===== src/rtl/dsync_pkg.sv =====
package dsync_pkg;
  localparam int AW     = 5;
  localparam int DW     = 32;
  localparam int CW     = 12;
  localparam int TW     = CW + 2;
  localparam int NPLANE = 3;
  localparam int NSTAT  = 3;
  localparam int MODEW  = 3;
  localparam int MAXMODE = 4;

  localparam logic [AW-1:0] A_MODE  = 5'd0;
  localparam logic [AW-1:0] A_MASK  = 5'd1;
  localparam logic [AW-1:0] A_STAT  = 5'd2;
  localparam logic [AW-1:0] A_THR   = 5'd3;
  localparam logic [AW-1:0] A_DESC0 = 5'd4;
  localparam logic [AW-1:0] A_PAL   = 5'd7;
  localparam logic [AW-1:0] A_GAM   = 5'd8;
  localparam logic [AW-1:0] A_CUR   = 5'd9;
  localparam logic [AW-1:0] A_HACT  = 5'd10;
  localparam logic [AW-1:0] A_HFP   = 5'd11;
  localparam logic [AW-1:0] A_HSY   = 5'd12;
  localparam logic [AW-1:0] A_HBP   = 5'd13;
  localparam logic [AW-1:0] A_VACT  = 5'd14;
  localparam logic [AW-1:0] A_VFP   = 5'd15;
  localparam logic [AW-1:0] A_VSY   = 5'd16;
  localparam logic [AW-1:0] A_VBP   = 5'd17;

  typedef struct packed {
    logic [CW-1:0] act;
    logic [CW-1:0] fp;
    logic [CW-1:0] sy;
    logic [CW-1:0] bp;
  } span_t;
endpackage


===== src/rtl/dsync_timing.sv =====
module dsync_timing
  import dsync_pkg::*;
(
  input  logic          clk,
  input  logic          rst,
  input  logic          en_i,
  input  span_t         h_i,
  input  span_t         v_i,
  input  logic [CW-1:0] thr_i,
  output logic          hsync_o,
  output logic          vsync_o,
  output logic          fetch_o,
  output logic          fs_p_o,
  output logic          lbv_p_o
);
  logic [TW-1:0] hc, vc, hn, vn;
  logic [TW-1:0] ha, hfp, hsy, hbp, va, vfp, vsy, vbp;
  logic [TW-1:0] htot, vtot, tgt;
  logic          hs_n, vs_n, fw_n;

  always_comb begin
    ha  = TW'(h_i.act);  hfp = TW'(h_i.fp);
    hsy = TW'(h_i.sy);   hbp = TW'(h_i.bp);
    va  = TW'(v_i.act);  vfp = TW'(v_i.fp);
    vsy = TW'(v_i.sy);   vbp = TW'(v_i.bp);
    htot = ha + hfp + hsy + hbp;
    vtot = va + vfp + vsy + vbp;
    tgt  = (TW'(thr_i) >= va) ? '0 : va - TW'(thr_i);
  end

  // next-position logic: counters are held at the origin while off
  always_comb begin
    if (!en_i) begin
      hn = '0;
      vn = '0;
    end else if (hc >= htot - TW'(1)) begin
      hn = '0;
      vn = (vc >= vtot - TW'(1)) ? '0 : vc + TW'(1);
    end else begin
      hn = hc + TW'(1);
      vn = vc;
    end
    hs_n = en_i && (hn >= ha + hfp) && (hn < ha + hfp + hsy);
    vs_n = en_i && (vn >= va + vfp) && (vn < va + vfp + vsy);
    fw_n = en_i && (vn >= va) && (vn < va + vfp + vsy);
  end

  assign fs_p_o  = vs_n && !vsync_o;
  assign lbv_p_o = en_i && (hn == '0) && (vn == tgt);

  always_ff @(posedge clk) begin
    if (rst) begin
      hc      <= '0;
      vc      <= '0;
      hsync_o <= 1'b0;
      vsync_o <= 1'b0;
      fetch_o <= 1'b0;
    end else begin
      hc      <= hn;
      vc      <= vn;
      hsync_o <= hs_n;
      vsync_o <= vs_n;
      fetch_o <= fw_n;
    end
  end

  p_vs_in_win_r6: assert property (@(posedge clk) disable iff (rst)
    vsync_o |-> fetch_o);

  p_fs_rise_r2: assert property (@(posedge clk) disable iff (rst)
    fs_p_o |=> (vsync_o && !$past(vsync_o)));
endmodule


===== src/rtl/dsync_regs.sv =====
module dsync_regs
  import dsync_pkg::*;
#(
  parameter int H_ACT_D = 640, parameter int H_FP_D = 16,
  parameter int H_SY_D  = 96,  parameter int H_BP_D = 48,
  parameter int V_ACT_D = 480, parameter int V_FP_D = 10,
  parameter int V_SY_D  = 2,   parameter int V_BP_D = 33
)(
  input  logic             clk,
  input  logic             rst,
  input  logic             wr_en_i,
  input  logic [AW-1:0]    wr_addr_i,
  input  logic [DW-1:0]    wr_data_i,
  input  logic             lock_i,
  output logic [MODEW-1:0] mode_o,
  output logic [NSTAT-1:0] mask_o,
  output logic [CW-1:0]    thr_o,
  output span_t            h_o,
  output span_t            v_o,
  output logic [DW-1:0]    desc_o [NPLANE],
  output logic [DW-1:0]    pal_o,
  output logic [DW-1:0]    gam_o,
  output logic [DW-1:0]    cur_o,
  output logic [NSTAT-1:0] clr_o
);
  logic wr_ptr_ok;
  assign wr_ptr_ok = wr_en_i && !lock_i;
  assign clr_o = (wr_en_i && wr_addr_i == A_STAT) ? wr_data_i[NSTAT-1:0] : '0;

  always_ff @(posedge clk) begin
    if (rst) begin
      mode_o <= '0;
      mask_o <= '0;
      thr_o  <= '0;
      h_o    <= '{act: CW'(H_ACT_D), fp: CW'(H_FP_D), sy: CW'(H_SY_D), bp: CW'(H_BP_D)};
      v_o    <= '{act: CW'(V_ACT_D), fp: CW'(V_FP_D), sy: CW'(V_SY_D), bp: CW'(V_BP_D)};
    end else if (wr_en_i) begin
      case (wr_addr_i)
        A_MODE: if (wr_data_i <= DW'(MAXMODE)) mode_o <= wr_data_i[MODEW-1:0];
        A_MASK: mask_o   <= wr_data_i[NSTAT-1:0];
        A_THR:  thr_o    <= wr_data_i[CW-1:0];
        A_HACT: h_o.act  <= wr_data_i[CW-1:0];
        A_HFP:  h_o.fp   <= wr_data_i[CW-1:0];
        A_HSY:  h_o.sy   <= wr_data_i[CW-1:0];
        A_HBP:  h_o.bp   <= wr_data_i[CW-1:0];
        A_VACT: v_o.act  <= wr_data_i[CW-1:0];
        A_VFP:  v_o.fp   <= wr_data_i[CW-1:0];
        A_VSY:  v_o.sy   <= wr_data_i[CW-1:0];
        A_VBP:  v_o.bp   <= wr_data_i[CW-1:0];
        default: ;
      endcase
    end
  end

  // pointer registers: writes refused while the load window is open
  always_ff @(posedge clk) begin
    if (rst) begin
      pal_o <= '0;
      gam_o <= '0;
      cur_o <= '0;
    end else if (wr_ptr_ok) begin
      if (wr_addr_i == A_PAL) pal_o <= wr_data_i;
      if (wr_addr_i == A_GAM) gam_o <= wr_data_i;
      if (wr_addr_i == A_CUR) cur_o <= wr_data_i;
    end
  end

  for (genvar i = 0; i < NPLANE; i++) begin : g_desc
    always_ff @(posedge clk) begin
      if (rst)
        desc_o[i] <= '0;
      else if (wr_ptr_ok && wr_addr_i == A_DESC0 + AW'(i))
        desc_o[i] <= wr_data_i;
    end
  end

  p_ptr_lock_r5: assert property (@(posedge clk) disable iff (rst)
    (wr_en_i && lock_i && wr_addr_i == A_PAL) |=> $stable(pal_o));

  p_desc_lock_r5: assert property (@(posedge clk) disable iff (rst)
    (wr_en_i && lock_i && wr_addr_i == A_DESC0) |=> $stable(desc_o[0]));

  p_mode_legal_r11: assert property (@(posedge clk) disable iff (rst)
    (wr_en_i && wr_addr_i == A_MODE && wr_data_i > DW'(MAXMODE)) |=> $stable(mode_o));
endmodule


===== src/rtl/dsync_irq.sv =====
module dsync_irq
  import dsync_pkg::*;
(
  input  logic             clk,
  input  logic             rst,
  input  logic [NSTAT-1:0] set_i,
  input  logic [NSTAT-1:0] clr_i,
  input  logic [NSTAT-1:0] mask_i,
  output logic [NSTAT-1:0] stat_o,
  output logic             irq_o
);
  logic [NSTAT-1:0] st_n;

  // a hardware set outranks a host clear in the same cycle
  assign st_n = (stat_o & ~clr_i) | set_i;

  always_ff @(posedge clk) begin
    if (rst) begin
      stat_o <= '0;
      irq_o  <= 1'b0;
    end else begin
      stat_o <= st_n;
      irq_o  <= |(st_n & mask_i);
    end
  end

  p_set_wins_r9: assert property (@(posedge clk) disable iff (rst)
    set_i[0] |=> stat_o[0]);

  p_irq_src_r8: assert property (@(posedge clk) disable iff (rst)
    irq_o |-> (|stat_o));
endmodule


===== src/rtl/dsync_top.sv =====
module dsync_top
  import dsync_pkg::*;
(
  input  logic              clk,
  input  logic              rst,
  input  logic              wr_en,
  input  logic [AW-1:0]     wr_addr,
  input  logic [DW-1:0]     wr_data,
  input  logic              rd_en,
  input  logic [AW-1:0]     rd_addr,
  output logic [DW-1:0]     rd_data,
  output logic              rd_valid,
  output logic              hsync,
  output logic              vsync,
  output logic              fetch_win,
  output logic [NPLANE-1:0] plane_en,
  output logic              irq
);
  logic [MODEW-1:0] mode;
  logic [NSTAT-1:0] mask, clr, stat, set;
  logic [CW-1:0]    thr;
  span_t            hsp, vsp;
  logic [DW-1:0]    desc [NPLANE];
  logic [DW-1:0]    pal, gam, cur;
  logic             fs_p, lbv_p, wb_p;
  logic [DW-1:0]    rd_mux;

  dsync_regs u_regs (
    .clk(clk), .rst(rst), .wr_en_i(wr_en), .wr_addr_i(wr_addr), .wr_data_i(wr_data),
    .lock_i(fetch_win), .mode_o(mode), .mask_o(mask), .thr_o(thr), .h_o(hsp), .v_o(vsp),
    .desc_o(desc), .pal_o(pal), .gam_o(gam), .cur_o(cur), .clr_o(clr)
  );

  dsync_timing u_tim (
    .clk(clk), .rst(rst), .en_i(mode != '0), .h_i(hsp), .v_i(vsp), .thr_i(thr),
    .hsync_o(hsync), .vsync_o(vsync), .fetch_o(fetch_win), .fs_p_o(fs_p), .lbv_p_o(lbv_p)
  );

  assign wb_p = fs_p && (mode == MODEW'(2) || mode == MODEW'(3));
  assign set  = {wb_p, lbv_p, fs_p};

  dsync_irq u_irq (
    .clk(clk), .rst(rst), .set_i(set), .clr_i(clr), .mask_i(mask),
    .stat_o(stat), .irq_o(irq)
  );

  for (genvar i = 0; i < NPLANE; i++) begin : g_pen
    assign plane_en[i] = (desc[i] != '0);
  end

  always_comb begin
    rd_mux = '0;
    case (rd_addr)
      A_MODE: rd_mux = DW'(mode);
      A_MASK: rd_mux = DW'(mask);
      A_STAT: rd_mux = DW'(stat);
      A_THR:  rd_mux = DW'(thr);
      A_PAL:  rd_mux = pal;
      A_GAM:  rd_mux = gam;
      A_CUR:  rd_mux = cur;
      A_HACT: rd_mux = DW'(hsp.act);
      A_HFP:  rd_mux = DW'(hsp.fp);
      A_HSY:  rd_mux = DW'(hsp.sy);
      A_HBP:  rd_mux = DW'(hsp.bp);
      A_VACT: rd_mux = DW'(vsp.act);
      A_VFP:  rd_mux = DW'(vsp.fp);
      A_VSY:  rd_mux = DW'(vsp.sy);
      A_VBP:  rd_mux = DW'(vsp.bp);
      default: ;
    endcase
    for (int i = 0; i < NPLANE; i++)
      if (rd_addr == A_DESC0 + AW'(i)) rd_mux = desc[i];
  end

  always_ff @(posedge clk) begin
    if (rst) begin
      rd_data  <= '0;
      rd_valid <= 1'b0;
    end else begin
      rd_valid <= rd_en;
      if (rd_en) rd_data <= rd_mux;
    end
  end

  p_fs_with_vsync_r2: assert property (@(posedge clk) disable iff (rst)
    $rose(vsync) |-> stat[0]);

  p_wb_mode_r10: assert property (@(posedge clk) disable iff (rst)
    $rose(stat[2]) |-> ($past(mode) == MODEW'(2) || $past(mode) == MODEW'(3)));

  p_off_quiet_r1: assert property (@(posedge clk) disable iff (rst)
    ($past(mode) == '0 && mode == '0) |-> (!vsync && !hsync && !fetch_win));
endmodule


===== config.mk =====
export PLATFORM = sky130hd
export DESIGN_NAME = dsync_top
export DESIGN_NICKNAME = d
export VERILOG_FILES = /design/src/rtl/dsync_pkg.sv /design/src/rtl/dsync_timing.sv /design/src/rtl/dsync_regs.sv /design/src/rtl/dsync_irq.sv /design/src/rtl/dsync_top.sv
export SDC_FILE = /design/constraint.sdc
export NUM_CORES = 1
export LEC_CHECK = 0
export ABC_CLOCK_PERIOD_IN_PS = 8150
export BUFFER_PORTS_ARGS = -buffer_cell sky130_fd_sc_hd__buf_2
export CAP_MARGIN = 15
export CORE_UTILIZATION = 40
export DETAILED_ROUTE_END_ITERATION = 6
export SLEW_MARGIN = 20
export SYNTH_ARGS = -nofsm -noshare
export SYNTH_HDL_FRONTEND = slang
export SYNTH_SLANG_ARGS = --single-unit

===== constraint.sdc =====
create_clock -name clk -period 8.15 [get_ports clk]
set_input_delay 0.815 -clock clk [delete_from_list [all_inputs] [get_ports clk]]
set_output_delay 0.815 -clock clk [all_outputs]
set_load 0.005 [all_outputs]

==> results.py <==
metrics = {
    "yosys": {
        "netlist_instances": 2894,
        "synth_area_mm2": 0.0224,
        "synth.distinct_cells": 75,
        "async_reset_ff_frac": 0,
        "synth_edf_count": 0,
        "ys_seq_elements": 374,
        "yosysSeqAreaShare": 0.335,
        "synth_fp_nets": 3144,
        "yosysWarnings": 0,
        "ys.flop_type": "dfxtp_1",
        "syn-mean-instance-area_um2": 7.73,
    },
    "clocking": {
        "path_clk_slew_ns": 0.06,
        "cts.htree.levels": 2,
        "cts_tree": "yes",
        "cts_sinks": 374,
        "cts_inserted_buffers": 42,
        "ctsRootBufferMaster": "clkbuf_16",
        "clk_latency_ns": 0.60,
        "cts_buffer_depth": 3,
    },
    "place": {
        "dp.cells": 3765,
        "detailed_place_hpwl_um": 58800,
        "gp_congestion": 0.958,
        "port_buffers": 85,
    },
    "power": {
        "peakVddDrop_v": 0.000152,
        "share_comb_of_total_power": 0.110,
        "switching_share": 0.264,
        "p_per_area_mw_per_mm2": 162,
        "internal_power_mw": 3.26,
        "p_seq_frac": 0.421,
        "p_leak_nw": 11.0,
        "clkPwrFrac": 0.470,
        "p_sw_mw": 1.17,
    },
    "sta": {
        "final_hold_viol_count": 0,
        "layout_min_cycle_time_ns": 8.12,
        "slew_violations": 0,
        "max_slew.worst_pin.slew_ns": 1.18,
        "slew_headroom": 0.213,
        "period_share": 0.996,
        "setup_violations": 0,
        "hold-worst-slack_ns": 0.454,
        "clock.fmax_mhz": 123,
        "fin_skew_ns": 0.0249,
        "rsz0062_at_grt": "true",
    },
    "finish": {
        "drive_gt1_frac": 0.178,
        "fill_cells": 5356,
        "fin_util": 0.495,
        "stdcell_count": 3891,
        "final_nets": 3362,
        "final-seq-area_mm2": 0.00749,
        "area_delta_synth_final_pct": 22.1,
        "multi_input_area_mm2": 0.0143,
        "final_cell_mix": "nand2_1 (599), dfxtp_1 (369), a21oi_1 (314)",
        "final_common_cell": "nand2_1",
    },
    "critical_path": {
        "crit_path_max_incr_delay_ns": 0.38,
        "critical_path_class": "reg2reg",
        "crit_slowest_cell": "o41ai_2",
        "path_buf_inv": 4,
        "startpoint_type": "flip-flop",
        "crit_arrival_ns": 8.57,
        "crit_path_max_fanout": 3,
        "worstPathRequired_ns": 8.60,
        "critPathCaptureType": "flip-flop",
        "cpLargestDelayFamily": "compound AO/OA/AOI/OAI gates",
    },
    "grt": {
        "grt_max_degree": 234,
        "grt_overflow": 0,
        "grt_usage": 0.284,
        "grt_pass1_wl_um": 124000,
        "antenna_found_initial": 5,
        "first_global_vias": 21000,
    },
    "flow_run": {
        "maxCapViolations": 0,
    },
    "detailed_routing": {
        "wl_um": 83400,
        "drt_pass1_iterations": 6,
        "drt_iter0_markers": 2120,
        "drc": 0,
        "viasPerCell": 5.71,
        "ant_nets": 0,
        "num_vias": 22200,
        "wl_per_cell_um": 21.4,
    },
    "outcome": {
        "status": "finished clean",
    },
    "die": {
        "initial_core_util": 0.405,
        "die_h_um": 238,
        "rows": 86,
        "io_pins": 86,
        "fp.coreArea_mm2": 0.0552,
        "die_x_um": 238,
        "die-area_mm2": 0.0569,
    },
    "min_path": {
        "hold_path_class": "reg2reg",
    },
}
-- registers in the layout, indices dropped and copies added (netlist names) --
name,flops
u_regs.desc_o,96
u_irq.stat_o,3
u_tim.hsync_o,1
u_tim.vc,14
u_tim.hc,14
u_regs.cur_o,32
u_regs.pal_o,32
u_tim.vsync_o,1
u_regs.v_o,48
u_irq.irq_o,1
u_regs.mask_o,3
u_regs.gam_o,32
u_regs.mode_o,3
rd_valid,1
u_regs.h_o,48
u_regs.thr_o,12
u_tim.fetch_o,1
rd_data,32
-- worst paths after layout --
check,slack (ns),depth (start not counted),from,end
hold reg to reg,0.45,2,u_regs.gam_o[27],u_regs.gam_o[27]
setup / recovery,0.03,44,u_regs.v_o[25],u_tim.fetch_o
hold / removal,0.45,2,u_regs.gam_o[27],u_regs.gam_o[27]
setup reg to reg,0.03,44,u_regs.v_o[25],u_tim.fetch_o
-- layout make-up --
cell class	count	area share
multi-input combinational	2184	0.524
sequential	374	0.274
timing repair buffer	342	0.0881
clock buffer	56	0.0444
tap	748	0.0343
inverter	168	0.0232
clock inverter	18	0.0111
antenna	1	0.0000916
-- worst reg2reg max path, delay by kind of cell, from the launching register on --
kind	cells	cell delay (ns)
AOI/OAI and AO/OA	21	3.50
xor gates and xnor gates	4	0.67
adders and majority gates	7	1.79
buffers and inverters	4	0.50
DFF	1	0.34
and+or+nand+nor	8	1.16
-- synthesized netlist by cell type (all sizes together), types with 11 or more instances --
master | count | area, um2
a311oi | 31 | 272
nand3 | 44 | 220
nor2 | 215 | 810
a22oi | 42 | 315
a21oi | 330 | 1650
o211ai | 17 | 128
o21a | 19 | 143
xnor2 | 61 | 534
inv | 168 | 631
or3 | 14 | 87.6
nor3 | 33 | 165
o21ai | 68 | 340
mux2i | 79 | 791
a221oi | 36 | 315
nor2b | 19 | 119
dfxtp | 374 | 7490
nand2 | 603 | 2260
o22ai | 12 | 75.1
nand4 | 36 | 225
o21bai | 15 | 113
a21o | 35 | 263
xor2 | 43 | 377
nor4 | 37 | 246
buf | 13 | 53.8
a31oi | 16 | 100
ha | 197 | 2460
and2 | 11 | 68.8
nand2b | 17 | 106
clkbuf | 155 | 582
and3 | 19 | 119
a211oi | 16 | 120
-- layer usage --
| metal | part of all wire | up-vias | track usage |
|---|---|---|---|
| li1 | - | 10600 | - |
| met1 | 0.42 | 10500 | 0.365 |
| met2 | 0.46 | 911 | 0.464 |
| met3 | 0.068 | 238 | 0.0375 |
| met4 | 0.059 | 2 | 0.150 |
| met5 | 0.00017 | - | 0 |
-- power by group through the flow --
stage | clock network (mW) | logic [mW] | registers, mW
3_3_place_gp | 0 | 0.439 | 1.90
2_1_floorplan | 0 | 0.263 | 1.90
6_report | 2.08 | 0.485 | 1.86
4_1_cts | 2.11 | 0.461 | 1.86
5_1_grt | 2.18 | 0.525 | 1.86
3_5_place_dp | 0 | 0.449 | 1.90
-- timing repair --
| item | in CTS | in global routing |
|---|---|---|
| buffers inserted | 28 | 24 |
| gates cloned | 0 | 0 |
| pin swaps | 38 | 102 |
| setup endpoints to repair | 7 | 7 |
| resized for setup | 50 | 101 |
| hold buffers | 0 | 0 |
-- stage by stage --
step	power (mW)	setup WS (ns)	setup TNS, ns	area, um2
floorplan	2.16	0.0312	0	22400
global placement	2.34	-0.155	-0.514	24700
detailed placement	2.35	-0.411	-1.98	24700
CTS	4.43	0.000330	0	26600
global route	4.57	-0.434	-2.03	27300
finish	4.43	0.0329	0	27300
-- logic make-up (layout without fill, tap and decap cells) --
group,count (synthesis),count (layout),synth area share
AND/OR/NAND/NOR,1076,1076,0.208
AO/OA/AOI/OAI,716,716,0.204
flip-flops,374,374,0.335
buffers and inverters,336,584,0.0566
adder cells (fa/ha/maj),205,205,0.117
XOR/XNOR,105,105,0.0417
multiplexers,82,82,0.0379
other,0,1,0
Note: power is estimated with default switching activity, not from simulation.
